<file path="config.mk">
export PLATFORM = sky130hd
export DESIGN_NAME = uart_frame_tx
export DESIGN_NICKNAME = d
export VERILOG_FILES = /design/src/rtl/uart_tx_pkg.sv /design/src/rtl/uart_tx_prescaler.sv /design/src/rtl/uart_tx_bit_timer.sv /design/src/rtl/uart_tx_frame_seq.sv /design/src/rtl/uart_frame_tx.sv
export SDC_FILE = /design/constraint.sdc
export NUM_CORES = 1
export LEC_CHECK = 0
export BUFFER_PORTS_ARGS = -buffer_cell sky130_fd_sc_hd__buf_2
export CAP_MARGIN = 40
export CELL_PAD_IN_SITES_DETAIL_PLACEMENT = 0
export CELL_PAD_IN_SITES_GLOBAL_PLACEMENT = 1
export CORE_MARGIN = 2
export CORE_UTILIZATION = 45
export DETAILED_ROUTE_END_ITERATION = 10
export GPL_ROUTABILITY_DRIVEN = 0
export PLACE_DENSITY_LB_ADDON = 0.2
export SLEW_MARGIN = 20
export SYNTH_ARGS = -nofsm -noshare
export SYNTH_HDL_FRONTEND = slang
export SYNTH_SLANG_ARGS = --single-unit
</file>
<file path="constraint.sdc">
create_clock -name clk_i -period 3 [get_ports clk_i]
set_clock_uncertainty 0.2 [all_clocks]
set_input_delay 0 -clock clk_i [delete_from_list [all_inputs] [get_ports clk_i]]
set_output_delay 0 -clock clk_i [all_outputs]
set_load 0.03 [all_outputs]
</file>
<file path="src/rtl/uart_tx_pkg.sv">
package uart_tx_pkg;

  // Field order matches the mode word bit positions (MSB first).
  typedef struct packed {
    logic       sync_sel;
    logic       len7;
    logic       par_en;
    logic       par_odd;
    logic       stop2;
    logic       mp_en;
    logic [1:0] cks;
  } tx_mode_t;

  typedef enum logic [2:0] {
    ST_IDLE,
    ST_START,
    ST_DATA,
    ST_EXTRA,
    ST_STOP
  } tx_state_e;

endpackage

</file>
<file path="src/rtl/uart_tx_prescaler.sv">
module uart_tx_prescaler #(
  parameter int CKS_W    = 2,
  parameter int PRE_LOG2 = 2,
  localparam int NUM_SEL = 2 ** CKS_W,
  localparam int PRE_W   = PRE_LOG2 * (NUM_SEL - 1)
) (
  input  logic             clk_i,
  input  logic             rst_ni,
  input  logic             clr_i,
  input  logic             en_i,
  input  logic [CKS_W-1:0] cks_i,
  output logic             tick_o
);

  logic [PRE_W-1:0] lim [NUM_SEL];
  logic [PRE_W-1:0] cnt_q;
  logic [PRE_W-1:0] last;

  for (genvar g = 0; g < NUM_SEL; g++) begin : g_lim
    assign lim[g] = PRE_W'((64'd1 << (PRE_LOG2 * g)) - 64'd1);
  end

  assign last   = lim[cks_i];
  assign tick_o = en_i && (cnt_q == last);

  always_ff @(posedge clk_i or negedge rst_ni) begin
    if (!rst_ni)     cnt_q <= '0;
    else if (clr_i)  cnt_q <= '0;
    else if (tick_o) cnt_q <= '0;
    else if (en_i)   cnt_q <= cnt_q + PRE_W'(1);
  end


  pre_bound_chk: assert property (@(posedge clk_i) disable iff (!rst_ni)
    en_i |-> (cnt_q <= last));

endmodule

</file>
<file path="src/rtl/uart_tx_bit_timer.sv">
module uart_tx_bit_timer #(
  parameter int DIV_W = 8,
  parameter int OVS   = 16,
  localparam int CNT_W = DIV_W + $clog2(OVS) + 1
) (
  input  logic             clk_i,
  input  logic             rst_ni,
  input  logic             clr_i,
  input  logic             en_i,
  input  logic             tick_i,
  input  logic [DIV_W-1:0] div_i,
  output logic             bit_end_o
);

  logic [CNT_W-1:0] cnt_q;
  logic [CNT_W-1:0] last;

  assign last      = CNT_W'(div_i) * CNT_W'(OVS) + CNT_W'(OVS - 1);
  assign bit_end_o = tick_i && (cnt_q == last);

  always_ff @(posedge clk_i or negedge rst_ni) begin
    if (!rst_ni)        cnt_q <= '0;
    else if (clr_i)     cnt_q <= '0;
    else if (bit_end_o) cnt_q <= '0;
    else if (tick_i)    cnt_q <= cnt_q + CNT_W'(1);
  end


  bit_bound_chk: assert property (@(posedge clk_i) disable iff (!rst_ni)
    en_i |-> (cnt_q <= last));

endmodule

</file>
<file path="src/rtl/uart_tx_frame_seq.sv">
module uart_tx_frame_seq
  import uart_tx_pkg::*;
#(
  parameter int DATA_W = 8,
  localparam int IDX_W = $clog2(DATA_W)
) (
  input  logic              clk_i,
  input  logic              rst_ni,
  input  logic              start_i,
  input  logic              bit_end_i,
  input  tx_mode_t          cfg_i,
  input  logic [DATA_W-1:0] data_i,
  input  logic              mpb_i,
  output logic              tx_o,
  output logic              busy_o
);

  tx_state_e         state_q;
  logic [IDX_W-1:0]  idx_q;
  logic              tx_q;
  logic [IDX_W-1:0]  last_idx;
  logic [DATA_W-1:0] mask;
  logic              par_bit;

  assign last_idx = IDX_W'(DATA_W - 1) - IDX_W'(cfg_i.len7);
  assign mask     = cfg_i.len7 ? {1'b0, {(DATA_W-1){1'b1}}} : {DATA_W{1'b1}};
  assign par_bit  = (^(data_i & mask)) ^ cfg_i.par_odd;

  always_ff @(posedge clk_i or negedge rst_ni) begin
    if (!rst_ni) begin
      state_q <= ST_IDLE;
      idx_q   <= '0;
      tx_q    <= 1'b1;
    end else if (start_i) begin
      state_q <= ST_START;
      idx_q   <= '0;
      tx_q    <= 1'b0;
    end else if (bit_end_i) begin
      unique case (state_q)
        ST_START: begin
          state_q <= ST_DATA;
          idx_q   <= '0;
          tx_q    <= data_i[0];
        end
        ST_DATA: begin
          if (idx_q == last_idx) begin
            idx_q <= '0;
            if (cfg_i.mp_en) begin
              state_q <= ST_EXTRA;
              tx_q    <= mpb_i;
            end else if (cfg_i.par_en) begin
              state_q <= ST_EXTRA;
              tx_q    <= par_bit;
            end else begin
              state_q <= ST_STOP;
              tx_q    <= 1'b1;
            end
          end else begin
            idx_q <= idx_q + IDX_W'(1);
            tx_q  <= data_i[idx_q + IDX_W'(1)];
          end
        end
        ST_EXTRA: begin
          state_q <= ST_STOP;
          idx_q   <= '0;
          tx_q    <= 1'b1;
        end
        ST_STOP: begin
          tx_q <= 1'b1;
          if (cfg_i.stop2 && (idx_q == '0)) begin
            idx_q <= IDX_W'(1);
          end else begin
            state_q <= ST_IDLE;
            idx_q   <= '0;
          end
        end
        default: begin
          state_q <= ST_IDLE;
          tx_q    <= 1'b1;
        end
      endcase
    end
  end

  assign tx_o   = tx_q;
  assign busy_o = (state_q != ST_IDLE);


  idle_high_chk: assert property (@(posedge clk_i) disable iff (!rst_ni)
    !busy_o |-> tx_o);


  start_low_chk: assert property (@(posedge clk_i) disable iff (!rst_ni)
    start_i |=> (busy_o && !tx_o));


  edge_only_chk: assert property (@(posedge clk_i) disable iff (!rst_ni)
    (tx_o != $past(tx_o)) |-> ($past(bit_end_i) || $past(start_i)));


  no_extra_chk: assert property (@(posedge clk_i) disable iff (!rst_ni)
    (state_q == ST_DATA && bit_end_i && idx_q == last_idx && !cfg_i.mp_en && !cfg_i.par_en)
      |=> (state_q == ST_STOP));

endmodule

</file>
<file path="src/rtl/uart_frame_tx.sv">
module uart_frame_tx
  import uart_tx_pkg::*;
#(
  parameter int DATA_W   = 8,
  parameter int DIV_W    = 8,
  parameter int OVS      = 16,
  parameter int PRE_LOG2 = 2,
  localparam int MODE_W  = $bits(tx_mode_t),
  localparam int CKS_W   = 2
) (
  input  logic              clk_i,
  input  logic              rst_ni,
  input  logic [MODE_W-1:0] mode_i,
  input  logic [DIV_W-1:0]  div_i,
  input  logic              wr_i,
  input  logic [DATA_W-1:0] wdata_i,
  input  logic              mpb_i,
  output logic              busy_o,
  output logic              tx_o
);

  tx_mode_t          cfg_q;
  logic [DIV_W-1:0]  div_q;
  logic [DATA_W-1:0] data_q;
  logic              mpb_q;
  logic              start;
  logic              tick;
  logic              bit_end;
  logic              busy;
  logic              unused_sync;

  assign start       = wr_i && !busy;
  assign unused_sync = cfg_q.sync_sel;  // async path only

  always_ff @(posedge clk_i or negedge rst_ni) begin
    if (!rst_ni) begin
      cfg_q  <= '0;
      div_q  <= '0;
      data_q <= '0;
      mpb_q  <= 1'b0;
    end else if (start) begin
      cfg_q  <= tx_mode_t'(mode_i);
      div_q  <= div_i;
      data_q <= wdata_i;
      mpb_q  <= mpb_i;
    end
  end

  uart_tx_prescaler #(
    .CKS_W   (CKS_W),
    .PRE_LOG2(PRE_LOG2)
  ) u_pre (
    .clk_i (clk_i),
    .rst_ni(rst_ni),
    .clr_i (start),
    .en_i  (busy),
    .cks_i (cfg_q.cks),
    .tick_o(tick)
  );

  uart_tx_bit_timer #(
    .DIV_W(DIV_W),
    .OVS  (OVS)
  ) u_bit (
    .clk_i    (clk_i),
    .rst_ni   (rst_ni),
    .clr_i    (start),
    .en_i     (busy),
    .tick_i   (tick),
    .div_i    (div_q),
    .bit_end_o(bit_end)
  );

  uart_tx_frame_seq #(
    .DATA_W(DATA_W)
  ) u_seq (
    .clk_i    (clk_i),
    .rst_ni   (rst_ni),
    .start_i  (start),
    .bit_end_i(bit_end),
    .cfg_i    (cfg_q),
    .data_i   (data_q),
    .mpb_i    (mpb_q),
    .tx_o     (tx_o),
    .busy_o   (busy)
  );

  assign busy_o = busy;


  hold_cfg_chk: assert property (@(posedge clk_i) disable iff (!rst_ni)
    busy_o |=> $stable({cfg_q, div_q, data_q, mpb_q}));


  accept_chk: assert property (@(posedge clk_i) disable iff (!rst_ni)
    (wr_i && !busy_o) |=> busy_o);

endmodule

</file>
Yosys cells after proc, flatten, opt, wreduce, memory -nomap -nowiden:

Cells that the tools add are included.

* register bits: 50
* input bits: 28
* output and inout bits: 2
* word-level logic and storage cells: 78

* add/sub/neg operators: 5
* order comparisons: 2
* equal/unequal tests: 9
* muxes and demuxes: 30
* bitwise logic cells: 3
* reduce and logical (&&, ||, !) cells: 15

Operators with widths (number)
* 13-bit two-way mux: 3
* 6-bit two-way mux: 5
* 3-bit two-way mux: 9
* 12-bit by 4-bit adder with 13-bit output (second input constant): 1
* 13-bit by 1-bit adder with 13-bit output (second input constant): 1
* 13-bit == test: 1
* 6-bit binary-select mux with 2-bit select: 1
* 3-bit case mux with 4 select lines: 1
* 3-bit case mux with 3 select lines: 1
* 3-bit nonzero test: 3
* 8-bit bitwise AND: 1
* 8-bit two-way mux: 1
* 8-bit XOR reduction: 1
* 1-bit two-way mux: 7
* 6-bit by 1-bit adder with 6-bit output (second input constant): 1
* 3-bit by 2-bit == test with 1-bit output (second input constant): 2
* 6-bit == test: 1
* 1-bit logical AND: 4
* 3-bit by 4-bit < comparator with 1-bit output (second input constant): 1
* 4-bit nonzero test: 1
* 3-bit by 1-bit adder with 3-bit output (second input constant): 1
* 1-bit binary-select mux with 3-bit select: 1
* 3-bit by 1-bit == test with 1-bit output (second input constant): 1
* 3-bit == test: 1
* 14 further kinds: 14

Longest topological paths before layout:

Gate-level depths: netlist of run 1.

* word-level depth: 10
* depth in mapped cells: 8
* depth with buffers taken out: 7

Modules after synthesis:

Synthesis of run 1 repeated with hierarchy kept, for this count alone.

* cells, all modules: 250
* area, all modules: 2851.5 um2

By module, submodules not included
* uart_frame_tx: times used 1, cells an instance 54, area an instance 1043.5 um2, sequential area each 625.6 um2
* uart_tx_bit_timer: times used 1, cells an instance 82, area an instance 787.0 um2, sequential area each 325.3 um2
* uart_tx_frame_seq: times used 1, cells an instance 76, area an instance 659.4 um2, sequential area each 176.4 um2
* uart_tx_prescaler: times used 1, cells an instance 38, area an instance 361.6 um2, sequential area each 150.1 um2

Worst setup path after synthesis of run 1:

OpenSTA, ideal clock, no wires.

* path type: flip-flop to flip-flop
* start: register u_pre.cnt_q[2]
* end: register u_seq.idx_q[0]
* setup time: 0.125 ns
* arrival time: 1.771 ns
* required time: 2.675 ns
* setup slack: 0.905 ns
* stages on the path, launching flop included: 6
* buffers on the path: 0
* clock period less this slack: 2.095 ns
* path through: dfrtp_1 > nor3_1 > o21ai_2 > a2111oi_4 > a31o_4 > mux2_2

* cells in the longest elaborated chain, start to end: 5

RTL lines
* from (decl): line uart_tx_prescaler.sv:16 `logic [PRE_W-1:0] cnt_q;`
* from (signal assigned): line uart_tx_prescaler.sv:30 `else if (en_i) cnt_q <= cnt_q + PRE_W'(1);`
* 6-bit == test: line uart_tx_prescaler.sv:24 `assign tick_o = en_i && (cnt_q == last);`
* 1-bit logical AND: line uart_tx_prescaler.sv:24
* 1-bit logical AND: line uart_tx_bit_timer.sv:19 `assign bit_end_o = tick_i && (cnt_q == last);`
* 2-bit nonzero test (no source line)
* 2-bit AND reduction (no source line)
* to (signal assigned): line uart_tx_frame_seq.sv:59 `idx_q <= idx_q + IDX_W'(1);`
* to (decl): line uart_tx_frame_seq.sv:19 `logic [IDX_W-1:0] idx_q;`

No other way between the ends.
A chain may end at the register's enable or synchronous reset.

Worst setup path after layout of run 1:

* start: register u_seq.state_q[2]
* end: register cfg_q[1] (netlist name)

* cells in the longest elaborated chain, start to end: 3

RTL lines
* from (decl): line uart_tx_frame_seq.sv:18 `tx_state_e state_q;`
* from (signal assigned): line uart_tx_frame_seq.sv:31 `state_q <= ST_IDLE;`
* from (signal assigned): line uart_tx_frame_seq.sv:35 `state_q <= ST_START;`
* from (signal assigned): line uart_tx_frame_seq.sv:41 `state_q <= ST_DATA;`
* 3-bit nonzero test: line uart_tx_frame_seq.sv:86 `assign busy_o = (state_q != ST_IDLE);`
* 1-bit zero test: line uart_frame_tx.sv:32 `assign start = wr_i && !busy;`
* 1-bit logical AND: line uart_frame_tx.sv:32
* to (signal assigned): line uart_frame_tx.sv:42 `cfg_q <= tx_mode_t'(mode_i);`
* to (decl): line uart_frame_tx.sv:22 `tx_mode_t cfg_q;`

No other way between the ends.

==> impl_metrics.json, run 1 <==
{
  "die-area_mm2": 0.00670,
  "seq_area_mm2": 0.00125,
  "overflow": 0,
  "dr.pass1.iters": 4,
  "critPathKind": "reg -> reg",
  "hold_slack_ps": 216,
  "grt_start_max_net_pins": 32,
  "path_clk_slew_ps": 90,
  "synth_top_area_share_pct": 45.0,
  "rows": 28,
  "cts-root-buf": "clkbuf_8",
  "run_status": "completed",
  "ys_seq_area_share_pct": 45.9,
  "cts_tree": "done",
  "ant_nets": 0,
  "leakage_uw": 0.00160,
  "relSlewSlack_pct": 53.4,
  "multi_input_area_mm2": 0.00139,
  "path_max_fanout": 14,
  "die-height_um": 81.9,
  "syn_area_mm2": 0.00273,
  "cp-end-kind": "flip-flop",
  "dp_hpwl_mm": 3.91,
  "worst_slew_pin_slew_ps": 692,
  "antenna_found_initial": 0,
  "yosysUniqueCellTypes": 49,
  "cts.path.max_buffers": 2,
  "fp.dieW_um": 81.9,
  "yosysWarnings": 0,
  "io_pins": 30,
  "fmax_mhz": 408,
  "synth_top_cell_by_area": "dfrtp_1",
  "routedWlPerCell_um": 13.7,
  "num_vias": 2196,
  "hold_viol": 0,
  "async_flop_share_pct": 100,
  "final-setup-viol-count": 0,
  "period_share_pct": 81.7,
  "clkLatencyLatePin_ps": 300,
  "fillCellCount": 532,
  "num_antenna_cells": 0,
  "syn_inst": 294,
  "report.final.slew_viol_count": 0,
  "required_ps": 3050,
  "ir_worst_vdd_uv": 276,
  "via_per_inst": 5.13,
  "route.detailed.drc": 0,
  "synth.avg_cell_area_um2": 9.28,
  "cts-htree-levels": 2,
  "drv_cap": 0,
  "tns_ps": 0,
  "syn_to_final_growth_pct": 23.0,
  "rsz0062_at_grt": "false",
  "io_buffers": 28,
  "synthTopCellsByCount": "nand2_1 (80), dfrtp_1 (49), nor2_1 (20)",
  "grt_pass1_vias": 2169,
  "post-synth-top-count-cell": "nand2_1",
  "grtUsageTotal_pct": 19.7,
  "initial_core_util_pct": 46.3,
  "arrival_ps": 2500,
  "ys_ff_latch": 50,
  "drt_iter0_drc": 84,
  "min_path_type": "in -> reg",
  "nNetsFinal": 384,
  "synth_area_leaders": "dfrtp_1 (45%), nand2_1 (11%), xnor2_1 (5.5%), xor2_1 (2.9%), nor2_1 (2.8%)",
  "numCtsBuffers": 5,
  "synth_edf_count": 0,
  "drt_wl_total_mm": 5.87,
  "synth_fp_nets": 326,
  "fin_crit_ps": 2450,
  "startpoint_type": "flip-flop",
  "p_per_area_mw_per_mm2": 495,
  "grt_pass1_wl_mm": 10.1,
  "core_area_mm2": 0.00589,
  "synth-main-ff-cell": "dfrtp_1",
  "clock_sinks": 50,
  "layout-drive-gt1-share_pct": 16.4
}
==> layout by cell type (no fill, tap or decap), types with 2 or more instances in the layout <==
| cell | n |
|---|---|
| nand2_1 | 80 |
| nand3_1 | 11 |
| xor2_1 | 9 |
| dlygate4sd3_1 | 29 |
| inv_1 | 8 |
| a31oi_1 | 2 |
| buf_2 | 28 |
| and3_2 | 2 |
| o21ai_0 | 11 |
| nor2_1 | 20 |
| and2_1 | 2 |
| clkinv_2 | 2 |
| mux2i_1 | 5 |
| and3_1 | 5 |
| mux4_2 | 2 |
| or3_1 | 7 |
| ha_1 | 4 |
| nor3_1 | 3 |
| a22o_1 | 4 |
| a21oi_1 | 10 |
| buf_4 | 4 |
| xnor2_1 | 17 |
| dfrtp_1 | 49 |
| nand4_1 | 4 |
| clkbuf_8 | 5 |
| mux2_2 | 3 |
==> logic make-up (layout without fill, tap and decap cells) <==
| group | count (synthesis) | in the layout | share of synthesized area [%] |
|---|---|---|---|
| AO/OA/AOI/OAI | 39 | 39 | 10.6 |
| XOR/XNOR | 27 | 27 | 9.17 |
| adder cells (fa/ha/maj) | 4 | 4 | 1.83 |
| buffers and inverters | 19 | 78 | 3.17 |
| flip-flops | 50 | 50 | 45.9 |
| multiplexers | 10 | 10 | 4.72 |
| AND/OR/NAND/NOR | 145 | 145 | 24.6 |
==> power breakdown <==
group / switching, uW / internal [uW]
clock network: 229 / 246
registers: 68.8 / 738
logic: 185 / 193
==> what timing repair did <==
action                                 in CTS  in global routing
endpoints found under the hold margin      59                  1
buffers inserted                            0                  0
hold buffers                               28                  1
gates resized for setup                     0                  0
==> routing by layer <==
metal  GRT usage [%]  vias to the layer above  wire (um)
met2            30.9                       27       2750
met3            4.73                        5        137
met1            27.5                     1053       2920
met5               0                        -          0
li1                -                     1111          -
met4            4.83                        0         53
==> layout make-up <==
type	instances	area share, %
Sequential cell	50	37.3
Tap cell	75	2.80
Clock inverter	3	1.19
Clock buffer	5	2.05
Timing Repair Buffer	62	14.3
Multi-Input combinational cell	225	41.4
Inverter	8	0.895
==> worst paths after layout <==
path,slack [ps],cells past startpoint,start,end
setup / recovery,550,6,u_seq.state_q[2]$_DFFE_PN0P_,cfg_q[1]$_DFFE_PN0P_
hold / removal,220,4,div_i[2],div_q[2]$_DFFE_PN0P_
setup reg to reg,550,6,u_seq.state_q[2]$_DFFE_PN0P_,cfg_q[1]$_DFFE_PN0P_
hold reg to reg,300,1,u_pre.cnt_q[5]$_DFFE_PN0P_,u_pre.cnt_q[5]$_DFFE_PN0P_
max in group asynchronous,1560,5,rst_ni,u_bit.cnt_q[0]$_DFFE_PN0P_
min in group asynchronous,340,3,rst_ni,u_pre.cnt_q[4]$_DFFE_PN0P_
==> state kept, by name (all words and copies together), names as in the netlist <==
| signal | flops |
|---|---|
| u_pre.cnt_q | 6 |
| div_q | 8 |
| data_q | 8 |
| u_seq.idx_q | 3 |
| u_seq.tx_o | 1 |
| mpb_q | 1 |
| cfg_q | 7 |
| u_bit.cnt_q | 13 |
| u_seq.state_q | 3 |
==> through the flow <==
stage | setup WS (ps) | cells | util [%] | power, uW | cell area [um2]
2_1_floorplan | 905 | 294 | - | 1070 | 2730
3_3_place_gp | 618 | 390 | 49.9 | 1160 | 2940
3_5_place_dp | 624 | 390 | 49.9 | 1160 | 2940
4_1_cts | 553 | 426 | 56.5 | 1670 | 3320
5_1_grt | 397 | 428 | 57.0 | 1770 | 3350
6_report | 548 | 428 | 57.0 | 1660 | 3350
==> worst max-delay path, stage by stage (launching register included) <==
cell	delay (ps)
dfrtp_1	490
nor3_2	560
and2_1	260
buf_4	220
nand2_1	70
nand2_1	50
dlygate4sd3_1	540
No activity file was read; power rests on OpenSTA's default activity.
==> run 2, diff against run 1 <==
CORE_UTILIZATION = 40   (was 45)
clock period = 2 ns   (was 3 ns; I/O delays follow)
==> run 2 against run 1 <==
The flow now finishes with violations (setup timing). Largest power group unchanged. Highest routed layer unchanged. Die area rose by 12%. First-iteration DRC count down 49%. Combinational power grew 92%. Critical endpoint is now u_bit.cnt_q[12]$_DFFE_PN0P_. Global-route usage decreased by 2.1 points. Routed wire length increased by 5.7%. Cell count rose by 9.8%. Sequential power increased by 49%. Hold slack lost 100 ps.
==> impl_metrics.json, run 2 (synthesis gave the netlist of run 1 again) <==
{
  "crit_path_top_delay_cell": "dfrtp_2",
  "clkLatencyLatePin_ps": 310,
  "violations": "setup timing",
  "grt_pass1_vias": 2264,
  "die-height_um": 86.6,
  "antenna_found_initial": 0,
  "initial_core_util_pct": 40.8,
  "top_regs": "u_bit.cnt_q (13), data_q (8), div_q (8)",
  "overflow": 0,
  "die-area_mm2": 0.00750,
  "layout_common_cells": "nand2_1 (80), dfrtp_1 (44), buf_4 (38)",
  "worst_slack_ps": -113,
  "rows": 30,
  "num_vias": 2303,
  "io_buffers": 28,
  "grt_start_max_net_pins": 51,
  "relSlewSlack_pct": 56.8,
  "dp_hpwl_mm": 4.06,
  "worst_slew_pin_slew_ps": 649,
  "arrival_ps": 2110,
  "core_area_mm2": 0.00668,
  "num_antenna_cells": 0,
  "fmax_mhz": 473,
  "seqPwrFrac_pct": 46.6,
  "drt_iter0_drc": 43,
  "min_path_type": "in -> async",
  "fp.dieW_um": 86.6,
  "required_ps": 2000,
  "p_clk_share_pct": 25.2,
  "layout_commonest_cell": "nand2_1",
  "crit_family": "compound AO/OA/AOI/OAI gates",
  "ant_nets": 0,
  "tns_ps": -1010,
  "routedWlPerCell_um": 13.2,
  "power_frac_comb_pct": 28.2,
  "period_share_pct": 106,
  "path_max_fanout": 4,
  "crit_path_max_incr_delay_ps": 460,
  "via_per_inst": 4.90,
  "route.detailed.drc": 0,
  "layout-drive-gt1-share_pct": 30.0,
  "run_status": "finished with violations",
  "rsz0062_at_grt": "true",
  "max_flop_register": "u_bit.cnt_q",
  "path_cells": "a211oi_2 > nor2_2 > a2111oi_4 > buf_4 > and3_2 > xnor2_1 > nor2_1",
  "path_clk_slew_ps": 100,
  "sw_frac_of_total_pct": 30.4,
  "dp_slack_ps": -135,
  "cts_tree": "done",
  "crit_buf_inv": 1,
  "leakage_uw": 0.00179,
  "hold_viol": 0,
  "ir_worst_vdd_uv": 439,
  "numCtsBuffers": 5,
  "final-setup-viol-count": 17,
  "clock_sinks": 50,
  "drv_cap": 0,
  "drt_wl_total_mm": 6.20,
  "report.final.slew_viol_count": 0,
  "cts-htree-levels": 2,
  "critPathKind": "reg -> reg",
  "cts.path.max_buffers": 2,
  "nNetsFinal": 421,
  "io_pins": 30,
  "largest_reg_flops": 13,
  "p_sw_uw": 784,
  "grtUsageTotal_pct": 17.6,
  "internal-power_uw": 1790,
  "p_per_area_mw_per_mm2": 684,
  "grt_pass1_wl_mm": 10.4,
  "cp-end-kind": "flip-flop",
  "fin_crit_ps": 2110,
  "cts-root-buf": "clkbuf_8",
  "startpoint_type": "flip-flop",
  "syn_to_final_growth_pct": 38.0,
  "dr.pass1.iters": 4
}
## run 2: cell types whose count changed in the layout (fill, tap and decap cells not counted), moves of 4 or more
cell	previous run	this run
buf_4	4	38
dfrtp_1	49	44
dfrtp_2	0	5
nor2_1	20	15
nor2_2	0	4
## run 2: area by class of cell
class / instances / area [um2]
Multi-Input combinational cell: 225 / 1490
Tap cell: 80 / 100
Clock inverter: 2 / 16.3
Timing Repair Buffer: 99 / 783
Fill cell: 593 / 2920
Inverter: 8 / 30.0
Clock buffer: 6 / 82.6
Sequential cell: 50 / 1260
## run 2: routing by layer
layer	vias up	GRT usage (%)	share of wire [%]
met5	-	0	0
met4	0	5.40	1.0
met3	5	2.86	2.5
met2	30	27.9	45
met1	1088	24.7	52
li1	1180	-	-
## run 2: worst min-delay path: cells and delay by family
kind | cells | cell delay (ps)
buf+inv | 3 | 1120
## run 2: final timing paths
check / start / to / slack, ps / cells after the start
worst max-delay path: cfg_q[1]$_DFFE_PN0P_ / u_bit.cnt_q[12]$_DFFE_PN0P_ / -110 / 7
worst min-delay path: rst_ni / u_pre.cnt_q[3]$_DFFE_PN0P_ / 110 / 3
worst max register to register: cfg_q[1]$_DFFE_PN0P_ / u_bit.cnt_q[12]$_DFFE_PN0P_ / -110 / 7
worst min register to register: u_seq.tx_o$_DFFE_PN1P_ / u_seq.tx_o$_DFFE_PN1P_ / 280 / 2
max in group asynchronous: rst_ni / u_pre.cnt_q[0]$_DFFE_PN0P_ / 1020 / 3
min in group clk_i: wdata_i[5] / data_q[5]$_DFFE_PN0P_ / 210 / 4
## run 2: what timing repair did
| item | CTS | global route |
|---|---|---|
| gates resized for setup | 3 | 29 |
| endpoints found under the setup margin | 14 | 24 |
| hold buffers | 29 | 0 |
| setup buffers | 5 | 2 |
| gates cloned | 0 | 1 |
| pin swaps | 13 | 13 |
| hold endpoints to repair | 78 | 0 |
## run 2: power by group through the flow
| stage | Combinational, uW | Sequential (uW) | Clock, uW |
|---|---|---|---|
| final | 726 | 1200 | 649 |
| after global routing | 812 | 1220 | 714 |
| after CTS | 701 | 1190 | 676 |
| after detailed placement | 630 | 1210 | 0 |
| after global placement | 623 | 1210 | 0 |
| after floorplan | 410 | 1200 | 0 |
## run 2: through the flow
stage	std cells	hold slack, ps	instance area, um2	power, uW	utilization, %
floorplan	294	-496	2740	1610	-
global placement	425	-34.0	3180	1830	47.7
detailed placement	425	-40.6	3180	1840	47.7
CTS	467	140	3620	2570	54.2
global route	470	181	3760	2740	56.3
finish	470	112	3760	2580	56.3
==> run 3, diff against run 2 <==
SKIP_LAST_GASP = 1   (was not set)
==> run 3 against run 2 <==
Critical endpoint unchanged. The run still ends with setup timing left. Routed wire length about the same. Critical path type unchanged. Hold slack barely moved. Critical path depth is the same. Via count about the same.
==> impl_metrics.json, run 3 (synthesis gave the netlist of run 1 again) <==
{
  "route.detailed.drc": 0,
  "p_per_area_mw_per_mm2": 685,
  "numCtsBuffers": 5,
  "cp-end-kind": "flip-flop",
  "min_path_type": "in -> async",
  "dp_hpwl_mm": 4.06,
  "grt_pass1_vias": 2264,
  "path_cells": "a211oi_2 > nor2_2 > a2111oi_4 > buf_4 > and3_2 > xnor2_1 > nor2_1",
  "crit_buf_inv": 1,
  "ir_worst_vdd_uv": 439,
  "violations": "setup timing",
  "leakage_uw": 0.00179,
  "dr.pass1.iters": 4,
  "clkLatencyLatePin_ps": 310,
  "layout_commonest_cell": "nand2_1",
  "die-height_um": 86.6,
  "fin_util_pct": 56.3,
  "io_pins": 30,
  "crit_path_top_delay_cell": "dfrtp_2",
  "overflow": 0,
  "die-area_mm2": 0.00750,
  "cts-htree-levels": 2,
  "startpoint": "cfg_q[1]$_DFFE_PN0P_",
  "r2r_start": "cfg_q[1]$_DFFE_PN0P_",
  "clock_sinks": 50,
  "crit_path_max_incr_delay_ps": 460,
  "ant_nets": 0,
  "grt_pass1_wl_mm": 10.4,
  "final-setup-viol-count": 17,
  "startpoint_type": "flip-flop",
  "hold_viol": 0,
  "drv_cap": 0,
  "layout-drive-gt1-share_pct": 29.5,
  "path_max_fanout": 4,
  "grtUsageTotal_pct": 17.6,
  "num_vias": 2302,
  "grt_start_max_net_pins": 51,
  "syn_to_final_growth_pct": 37.8,
  "rows": 30,
  "period_share_pct": 106,
  "nNetsFinal": 421,
  "drt_iter0_drc": 43,
  "relSlewSlack_pct": 56.7,
  "fmax_mhz": 473,
  "cts.path.max_buffers": 2,
  "final_area_mm2": 0.00376,
  "top_regs": "u_bit.cnt_q (13), data_q (8), div_q (8)",
  "required_ps": 2000,
  "num_antenna_cells": 0,
  "cts_tree": "done",
  "run_status": "finished with violations",
  "path_clk_slew_ps": 100,
  "numPlacedInstances": 425,
  "rsz0062_at_grt": "true",
  "antenna_found_initial": 0,
  "dp_slack_ps": -135,
  "routedWlPerCell_um": 13.2,
  "worst_slew_pin_slew_ps": 650,
  "cts-root-buf": "clkbuf_8",
  "critPathKind": "reg -> reg",
  "arrival_ps": 2110,
  "report.final.slew_viol_count": 0,
  "io_buffers": 28,
  "largest_reg_flops": 13,
  "crit_family": "compound AO/OA/AOI/OAI gates",
  "drt_wl_total_mm": 6.20,
  "fin_cells": 470,
  "initial_core_util_pct": 40.8,
  "fin_crit_ps": 2110,
  "core_area_mm2": 0.00668,
  "via_per_inst": 4.90,
  "max_flop_register": "u_bit.cnt_q",
  "placed_area_mm2": 0.00318,
  "fp.dieW_um": 86.6,
  "worst_slack_ps": -113,
  "layout_common_cells": "nand2_1 (80), dfrtp_1 (44), buf_4 (38)"
}
-- run 3: what timing repair did --
action,in CTS,in global routing
setup buffers,5,2
endpoints found under the hold margin,78,0
cloned,0,1
setup endpoints to repair,14,24
resized for setup,3,27
hold buffers,29,0
pin swaps,11,15
-- run 3: tightest hold or removal path, cell delays in order --
cell           delay (ps)
dlygate4sd3_1         520
buf_2                  90
buf_4                 510
-- run 3: path summary, 6_finish.rpt --
check,to,slack (ps),cells after the start
min in group clk_i,data_q[5]$_DFFE_PN0P_,210,4
worst max register to register,u_bit.cnt_q[12]$_DFFE_PN0P_,-110,7
worst min-delay path,u_pre.cnt_q[3]$_DFFE_PN0P_,110,3
max in group asynchronous,u_pre.cnt_q[0]$_DFFE_PN0P_,1020,3
worst max-delay path,u_bit.cnt_q[12]$_DFFE_PN0P_,-110,7
worst min register to register,u_seq.tx_o$_DFFE_PN1P_,280,2
-- run 3: where the power goes --
part	internal, uW	switching [uW]	total [uW]
Sequential	1110	90.3	1200
Combinational	395	329	725
Clock	286	364	649
Total	1790	783	2570
-- run 3: stage by stage --
| stage | total power [uW] | TNS (ps) | hold WS, ps |
|---|---|---|---|
| 6_report | 2570 | -999 | 113 |
| 2_1_floorplan | 1610 | -190 | -496 |
| 3_5_place_dp | 1840 | -913 | -40.6 |
| 3_3_place_gp | 1830 | -307 | -34.0 |
| 5_1_grt | 2740 | -2730 | 181 |
| 4_1_cts | 2570 | -763 | 140 |
-- run 3: area by class of cell --
| cell class | instances | area [um2] |
|---|---|---|
| multi-input cells | 225 | 1490 |
| flip-flops and latches | 50 | 1260 |
| clock buffers | 6 | 82.6 |
| inverters | 8 | 30.0 |
| well taps | 80 | 100 |
| repair buffers | 99 | 783 |
| fillers | 594 | 2920 |
| clock inverters | 2 | 16.3 |
-- run 3: metal layers --
metal	vias to the layer above	GRT usage, %	part of all wire, %
li1	1180	-	-
met1	1089	24.7	52
met2	28	27.9	45
met3	5	2.86	2.4
met4	0	5.40	1.0
met5	-	0	0
